<file path="src/rtl/phase_acc_pkg.sv">
// Shared constants and types for the phase accumulator bank.
// Assumes: nothing beyond IEEE 1800-2017.
package phase_acc_pkg;

    // Default sizes used by the top module.
    localparam int DEF_PHASE_W = 16;
    localparam int DEF_ID_W    = 8;
    localparam int DEF_USER_W  = 4;

    // Where stage 2 takes its current accumulator value from.
    typedef enum logic [1:0] {
        SRC_MEM = 2'd0,   // registered memory read
        SRC_FWD = 2'd1,   // write-back of the previous beat (same ID)
        SRC_CLR = 2'd2    // clear flag: treated as zero
    } acc_src_e;

endpackage

</file>
<file path="src/rtl/pab_acc_mem.sv">
// Accumulator storage: one word per channel ID, with a synchronous read.
// The read returns the old contents when a write hits the same entry on the
// same edge. Entries not written since reset read as zero; this is done with
// per-entry written flags, so the data array itself needs no reset.
// Assumes: one read port and one write port, both driven on every edge.
module pab_acc_mem #(
    parameter int PHASE_W = 16,
    parameter int ID_W    = 8
) (
    input  logic               clk,
    input  logic               rst_n,
    input  logic               rd_en,
    input  logic [ID_W-1:0]    rd_id,
    output logic [PHASE_W-1:0] rd_data,
    input  logic               wr_en,
    input  logic [ID_W-1:0]    wr_id,
    input  logic [PHASE_W-1:0] wr_data
);
    localparam int DEPTH = 1 << ID_W;

    logic [PHASE_W-1:0] store [DEPTH];
    logic [DEPTH-1:0]   written;

    // Data array write; no reset needed because the written flags mask reads.
    always_ff @(posedge clk) begin
        if (wr_en) begin
            store[wr_id] <= wr_data;
        end
    end

    // Written flags: cleared by reset, set by each write.
    always_ff @(posedge clk) begin
        if (!rst_n) begin
            written <= '0;
        end else if (wr_en) begin
            written[wr_id] <= 1'b1;
        end
    end

    // Registered read; an entry that has never been written returns zero.
    always_ff @(posedge clk) begin
        if (!rst_n) begin
            rd_data <= '0;
        end else if (rd_en) begin
            rd_data <= written[rd_id] ? store[rd_id] : '0;
        end
    end

endmodule

</file>
<file path="src/rtl/pab_fwd_sel.sv">
// Hazard forwarding for read-modify-write on consecutive beats.
// It keeps the ID and value of the write made on the last edge. When the beat
// now in stage 2 has the same ID, its memory read was taken on that same edge
// and is stale, so the kept value is used in its place.
// Assumes: the memory read is registered, with exactly one cycle of latency.
module pab_fwd_sel
    import phase_acc_pkg::*;
#(
    parameter int PHASE_W = 16,
    parameter int ID_W    = 8
) (
    input  logic               clk,
    input  logic               rst_n,
    input  logic               s_valid,
    input  logic [ID_W-1:0]    s_id,
    input  logic               s_clr,
    input  logic [PHASE_W-1:0] mem_data,
    input  logic [PHASE_W-1:0] wb_data,
    output logic [PHASE_W-1:0] cur_acc
);
    logic               last_vld;
    logic [ID_W-1:0]    last_id;
    logic [PHASE_W-1:0] last_data;
    acc_src_e           src;

    // Remember the write made on this edge, for use by the next beat.
    always_ff @(posedge clk) begin
        if (!rst_n) begin
            last_vld  <= 1'b0;
            last_id   <= '0;
            last_data <= '0;
        end else begin
            last_vld  <= s_valid;
            last_id   <= s_id;
            last_data <= wb_data;
        end
    end

    // Pick the source of the current accumulator value.
    always_comb begin
        if (s_clr) begin
            src = SRC_CLR;
        end else if (last_vld && last_id == s_id) begin
            src = SRC_FWD;
        end else begin
            src = SRC_MEM;
        end
    end

    // Drive the selected value.
    always_comb begin
        unique case (src)
            SRC_CLR: cur_acc = '0;
            SRC_FWD: cur_acc = last_data;
            default: cur_acc = mem_data;
        endcase
    end

endmodule

</file>
<file path="src/rtl/pab_phase_calc.sv">
// Arithmetic for stage 2: emitted phase = current + offset, and
// next stored value = current + increment. Both wrap modulo 2^PHASE_W.
// Assumes: the clear flag has already been folded into cur_acc.
module pab_phase_calc #(
    parameter int PHASE_W = 16
) (
    input  logic [PHASE_W-1:0] cur_acc,
    input  logic [PHASE_W-1:0] incr,
    input  logic [PHASE_W-1:0] offs,
    output logic [PHASE_W-1:0] phase,
    output logic [PHASE_W-1:0] next_acc
);
    // Two independent adders of the same width; the carry out is dropped.
    always_comb begin
        phase    = cur_acc + offs;
        next_acc = cur_acc + incr;
    end

endmodule

</file>
<file path="src/rtl/phase_acc_bank.sv">
// Multi-channel phase accumulator bank.
// Stage 1 registers the beat and starts the accumulator read.
// Stage 2 selects the current value (memory, forwarded or cleared), writes
// back current + increment, and registers the output phase.
// Latency is two cycles; there is no backpressure.
// Assumes: one beat per cycle at most; the offset word has the clear flag
// in bit PHASE_W.
module phase_acc_bank
    import phase_acc_pkg::*;
#(
    parameter int PHASE_W = DEF_PHASE_W,
    parameter int ID_W    = DEF_ID_W,
    parameter int USER_W  = DEF_USER_W
) (
    input  logic               clk,
    input  logic               rst_n,
    input  logic               in_valid,
    input  logic [ID_W-1:0]    in_id,
    input  logic [PHASE_W-1:0] in_incr,
    input  logic [PHASE_W:0]   in_offs_word,
    input  logic [USER_W-1:0]  in_user,
    output logic               out_valid,
    output logic [ID_W-1:0]    out_id,
    output logic [PHASE_W-1:0] out_phase,
    output logic [USER_W-1:0]  out_user
);
    localparam int CLR_BIT = PHASE_W;

    logic               s1_valid;
    logic [ID_W-1:0]    s1_id;
    logic [PHASE_W-1:0] s1_incr;
    logic [PHASE_W-1:0] s1_offs;
    logic               s1_clr;
    logic [USER_W-1:0]  s1_user;

    logic [PHASE_W-1:0] mem_rd;
    logic [PHASE_W-1:0] cur_acc;
    logic [PHASE_W-1:0] phase_c;
    logic [PHASE_W-1:0] next_c;

    // Stage 1: capture the beat and split the offset word.
    always_ff @(posedge clk) begin
        if (!rst_n) begin
            s1_valid <= 1'b0;
            s1_id    <= '0;
            s1_incr  <= '0;
            s1_offs  <= '0;
            s1_clr   <= 1'b0;
            s1_user  <= '0;
        end else begin
            s1_valid <= in_valid;
            s1_id    <= in_id;
            s1_incr  <= in_incr;
            s1_offs  <= in_offs_word[PHASE_W-1:0];
            s1_clr   <= in_offs_word[CLR_BIT];
            s1_user  <= in_user;
        end
    end

    pab_acc_mem #(
        .PHASE_W (PHASE_W),
        .ID_W    (ID_W)
    ) u_mem (
        .clk     (clk),
        .rst_n   (rst_n),
        .rd_en   (in_valid),
        .rd_id   (in_id),
        .rd_data (mem_rd),
        .wr_en   (s1_valid),
        .wr_id   (s1_id),
        .wr_data (next_c)
    );

    pab_fwd_sel #(
        .PHASE_W (PHASE_W),
        .ID_W    (ID_W)
    ) u_fwd (
        .clk      (clk),
        .rst_n    (rst_n),
        .s_valid  (s1_valid),
        .s_id     (s1_id),
        .s_clr    (s1_clr),
        .mem_data (mem_rd),
        .wb_data  (next_c),
        .cur_acc  (cur_acc)
    );

    pab_phase_calc #(
        .PHASE_W (PHASE_W)
    ) u_calc (
        .cur_acc  (cur_acc),
        .incr     (s1_incr),
        .offs     (s1_offs),
        .phase    (phase_c),
        .next_acc (next_c)
    );

    // Stage 2 output register: phase with its matching ID and sideband.
    always_ff @(posedge clk) begin
        if (!rst_n) begin
            out_valid <= 1'b0;
            out_id    <= '0;
            out_phase <= '0;
            out_user  <= '0;
        end else begin
            out_valid <= s1_valid;
            out_id    <= s1_id;
            out_phase <= phase_c;
            out_user  <= s1_user;
        end
    end

endmodule

</file>
<file path="config.mk">
export PLATFORM = sky130hd
export DESIGN_NAME = phase_acc_bank
export DESIGN_NICKNAME = d
export VERILOG_FILES = /design/src/rtl/phase_acc_pkg.sv /design/src/rtl/pab_acc_mem.sv /design/src/rtl/pab_fwd_sel.sv /design/src/rtl/pab_phase_calc.sv /design/src/rtl/phase_acc_bank.sv
export SDC_FILE = /design/constraint.sdc
export NUM_CORES = 2
export LEC_CHECK = 0
export BUFFER_PORTS_ARGS = -buffer_cell sky130_fd_sc_hd__buf_2
export CAP_MARGIN = 5
export CORE_AREA = 2 2 623 625
export DETAILED_ROUTE_END_ITERATION = 10
export DIE_AREA = 0 0 625 627
export PLACE_DENSITY_LB_ADDON = 0.12
export SETUP_SLACK_MARGIN = 0.4
export SYNTH_ARGS = -nofsm -noshare
export SYNTH_HDL_FRONTEND = slang
export SYNTH_SLANG_ARGS = --single-unit
</file>
<file path="constraint.sdc">
create_clock -name clk -period 11.28 [get_ports clk]
set_input_delay 0.564 -clock clk [delete_from_list [all_inputs] [get_ports clk]]
set_output_delay 0.564 -clock clk [all_outputs]
set_load 0.01 [all_outputs]
</file>
==> results <==
- The flow ran to the end, and the final reports show no timing, DRC or antenna violations.
- Clock-pin slew was measured on the worst setup and hold paths at approximately 0.06 ns.
- The H-tree was split into 5 levels.
- The floorplan die height is ~630 um.
- The cell area that synthesis handed to floorplanning was 172000 sq um.
- The data arrival time of the critical path is ~7.4 ns.
- Across all register-to-register paths, the minimum setup slack is ~4.5 ns.
- Based on the critical path, the design can be clocked at up to 0.148 GHz.
- The sequential cell area fraction in the yosys report is around 76%.
- After detailed routing, the number of remaining DRC violations is 0.
- Among all flip-flop cells after synthesis, the most frequent one is sky130_fd_sc_hd__edfxtp_1.
- The number of enable flip-flop cells after synthesis is between 4000 and 5000.
- The number of global-route vias before repair came to about 88000.
- The final estimated routing congestion in global placement is 0.902.
- 77 I/O pins were placed.
- The worst path in the final design needs a cycle of 6.74 ns, including I/O delays and setup.
- The power spent charging and discharging nets is 8.18 mW.
- The die area is roughly 400000 sq um.
- The area of the core is 385000 sq um.
- Summing the areas of all and, or, nand and nor instances in the mapped netlist gives under 10% of the synthesized area.
- The number of DRC markers after the initial detailed-route iteration is around 12000.
- The count of input and output buffers is 76.
- For the worst setup path, the data required time is 11.93 ns.
- Between clock sinks in the finished design, the worst skew comes to 0.0968 ns.
- In the finished design, the share of the clock period the worst path needs comes to about 60%.
- At the later pin of the worst-skew pair, clock insertion delay measures 1.02 ns.
- The count of yosys warnings during synthesis is 0.
- The detail route stage leaves a number of antenna-violating nets equal to 0.
- After Yosys synthesis, XOR and XNOR cells account for less than 1% of the synthesized area.
- The fraction of power consumed by sequential logic is 51.7%.
- Counting tap cells, the placed design contains a total of 13400 instances.
- The kind of start point of the critical path is a register.
- The tree is rooted in a sky130_fd_sc_hd__clkbuf_16.
- Setup violations remaining at the end of the flow were counted as 0.
- Dividing the detail-routed via count by the number of cells gives 6.22.
- The tightest min-delay check is of the primary input to register type.
- For this design the ratio of total power to cell area is 184 nW/um^2.
- In this run the tightest slew margin relative to its limit is just over 8%.
- The finished cells cover 196000 sq um.
- The worst setup path is captured at a register.
- The global-route usage over all layers is 26.9%.
- The clock network fraction of total power is 42.0%.
- The number of violations of the max-capacitance limit is 0.
- The layout-stage area growth over the synthesis result is 13.5%.
- The max-slew violation total from the final report is 0.
- The library cell used most frequently in the layout, excluding fill and tap cells, is sky130_fd_sc_hd__edfxtp_1.
- The total vias in the final route is around 90000.
- In the layout the commonest cells are 4096 x sky130_fd_sc_hd__edfxtp_1, 1028 x sky130_fd_sc_hd__mux4_2, 640 x sky130_fd_sc_hd__nor2_1.
- The first global-routing pass estimated between 700000 and 800000 um of wire.
- The initial antenna violation count came to 31.
- The number of nets in the synthesized netlist is 8368.
- The net count of the finished layout is 8871.
- The ratio of cells with drive above 1 in the final layout is 27.2%.
- The share of the synthesized area in compound gates (AO/OA/AOI/OAI) is 2.06%.
- Averaged over all synthesized cells, the footprint is around 21 sq um.
- The chip width is 625 um.
- The site row count is about 230.
- Setup repair after global routing left no endpoint under its margin.
- The transition time at the pin with the least slew margin is 1.38 ns.
- The TritonCTS clock tree is built.
- The HPWL after detailed placement is 316000 um.
- The maximum VDD drop is around 0.00013 V.
- The number of hold violations in the final report is 0.
- The first-pass iteration count of the detailed router is 9.
- Once the floorplan was initialized, standard cells occupied 44.8% of the core.
- Buffers inserted during clock tree synthesis total 459.
- The unique cell type count in the Yosys netlist is 83.
- The leakage power total is 62.5 nW.
- After technology mapping, the gate count stands at a little over 8000.
- The largest net degree at the start of global routing is 194.
- The largest driver fanout on the critical path is 75.
- The TritonCTS sink count is 4459.
- The async set-or-reset flop fraction in the synthesized netlist is 0%.
- The share of total power in combinational logic is 6.3%.
- The critical path is of the register to register type.
- The internal portion of the total power is 27.8 mW.
- In the synthesized netlist, mux cells make up 16.4% of the area.
- The post-placement cell area is 180000 sq um.
- By area, the combinational part of the netlist is dominated by multiplexers.
- The flop and latch count out of synthesis is 4459.
- In the final routed layout, each cell accounts on average for approximately 37 um.
- The leftover overflow at the end of global routing is 0.
- The number of standard cells in the layout, taps in and fillers out is 14300.
- Of the total synthesized cell area, the portion taken by full adders, half adders and majority gates is less than 1%.
- The total wire length is 530000 um.
- The fraction of power spent switching nets is 22.7%.
- The buffer levels on the longest clock path is 4.
## metal layers
metal	up-vias	routed length [um]	track usage, %
met3	792	46600	5.43
li1	35200	-	-
met4	2	21700	9.77
met5	-	13	0
met1	48500	218000	38.3
met2	4316	244000	41.3
## power groups by stage
stage | registers (mW) | clock network, mW | logic, mW
global route | 18.6 | 15.9 | 2.39
finish | 18.6 | 15.1 | 2.28
global placement | 18.9 | 0 | 2.22
CTS | 18.6 | 15.3 | 2.29
detailed placement | 18.9 | 0 | 2.28
floorplan | 19.1 | 0 | 1.24
## final timing paths
check,from,depth (start not counted),end
worst min register to register,s1_user[3],1,out_user[3]
worst max-delay path,s1_id[0],17,u_mem.store[162][15]
worst min-delay path,rst_n,3,out_phase[3]
worst max register to register,s1_id[0],17,u_mem.store[162][15]
## sequential cells by signal, indices dropped and copies added (netlist names)
| signal | count |
|---|---|
| s1_clr | 1 |
| s1_offs | 16 |
| s1_valid | 1 |
| out_phase | 16 |
| out_id | 8 |
| s1_user | 4 |
| out_user | 4 |
| u_fwd.last_vld | 1 |
| u_mem.written | 256 |
| u_fwd.last_data | 16 |
| u_mem.store | 4096 |
| s1_incr | 16 |
| u_mem.rd_data | 16 |
| s1_id | 8 |
## final cells by class
class | instances | area (sq um)
sequential | 4459 | 130000
inverter | 13 | 78.8
clock buffer | 618 | 12600
timing repair buffer | 509 | 4120
fill | 30400 | 189000
tap | 5060 | 6330
multi-input combinational | 3349 | 40000
antenna | 18 | 45.0
clock inverter | 238 | 2330
## kinds of logic after synthesis
logic type,Yosys count
mux,1361
xor+xnor,32
fa+ha+maj,32
simple gates,1418
buf+inv,480
compound gates,506
flops,4459
## stage by stage
step                hold slack (ns)  setup WS, ns  setup TNS [ns]  power, mW  util, %
floorplan                     0.412        -0.434         -317.32       20.4        -
CTS                         0.00131          4.68               0       36.2     50.9
finish                       0.0652          4.54               0       36.0     50.9
global route                  0.100          4.09               0       36.9     50.9
global placement              0.418          4.72               0       21.2     46.9
detailed placement            0.423          4.72               0       21.2     46.9
## synthesized netlist by cell type, types with 22 or more instances
library cell                   n  area (sq um)
sky130_fd_sc_hd__a2111oi_0    22           193
sky130_fd_sc_hd__a211oi_1     44           330
sky130_fd_sc_hd__a21oi_1      68           340
sky130_fd_sc_hd__a22oi_1      26           195
sky130_fd_sc_hd__a31oi_1      37           231
sky130_fd_sc_hd__and2_1      106           663
sky130_fd_sc_hd__buf_2       116           581
sky130_fd_sc_hd__buf_4        46           345
sky130_fd_sc_hd__buf_6        81           912
sky130_fd_sc_hd__buf_8        38           571
sky130_fd_sc_hd__clkbuf_1    131           492
sky130_fd_sc_hd__clkbuf_8     22           303
sky130_fd_sc_hd__dfxtp_1     363          7270
sky130_fd_sc_hd__edfxtp_1   4096        123000
sky130_fd_sc_hd__ha_1         30           375
sky130_fd_sc_hd__mux2_2       22           248
sky130_fd_sc_hd__mux2i_1     199          1990
sky130_fd_sc_hd__mux4_1      108          2840
sky130_fd_sc_hd__mux4_2     1028         23200
sky130_fd_sc_hd__nand2_1     207           777
sky130_fd_sc_hd__nand3_1      54           270
sky130_fd_sc_hd__nand4_1      22           138
sky130_fd_sc_hd__nor2_1      886          3330
sky130_fd_sc_hd__nor3_1       59           295
sky130_fd_sc_hd__o21ai_0      51           255
sky130_fd_sc_hd__o221ai_1     29           254
sky130_fd_sc_hd__o22ai_1      98           613
## worst max-delay path: stages, from the launching register on
cell and delay, ns:
sky130_fd_sc_hd__dfxtp_1 0.53, sky130_fd_sc_hd__xnor2_1 0.16, sky130_fd_sc_hd__nand3_1 0.15, sky130_fd_sc_hd__nor3_4 0.48
sky130_fd_sc_hd__buf_4 0.39, sky130_fd_sc_hd__mux2i_1 0.12, sky130_fd_sc_hd__nor2_1 0.31, sky130_fd_sc_hd__ha_1 0.31
sky130_fd_sc_hd__a21o_1 0.15, sky130_fd_sc_hd__a21oi_1 0.34, sky130_fd_sc_hd__o21ai_0 0.14, sky130_fd_sc_hd__a31oi_1 0.43
sky130_fd_sc_hd__o21a_1 0.21, sky130_fd_sc_hd__o21ai_0 0.25, sky130_fd_sc_hd__a31oi_1 0.55, sky130_fd_sc_hd__xor2_4 0.19
sky130_fd_sc_hd__buf_4 0.63, sky130_fd_sc_hd__buf_4 0.78
## repair_timing
action,4_1_cts,5_1_grt
gates resized for setup,0,0
setup endpoints to repair,0,0
endpoints found under the hold margin,38,0
buffers inserted,0,0
hold buffers,38,0
Power figures use the tool's default switching activity.
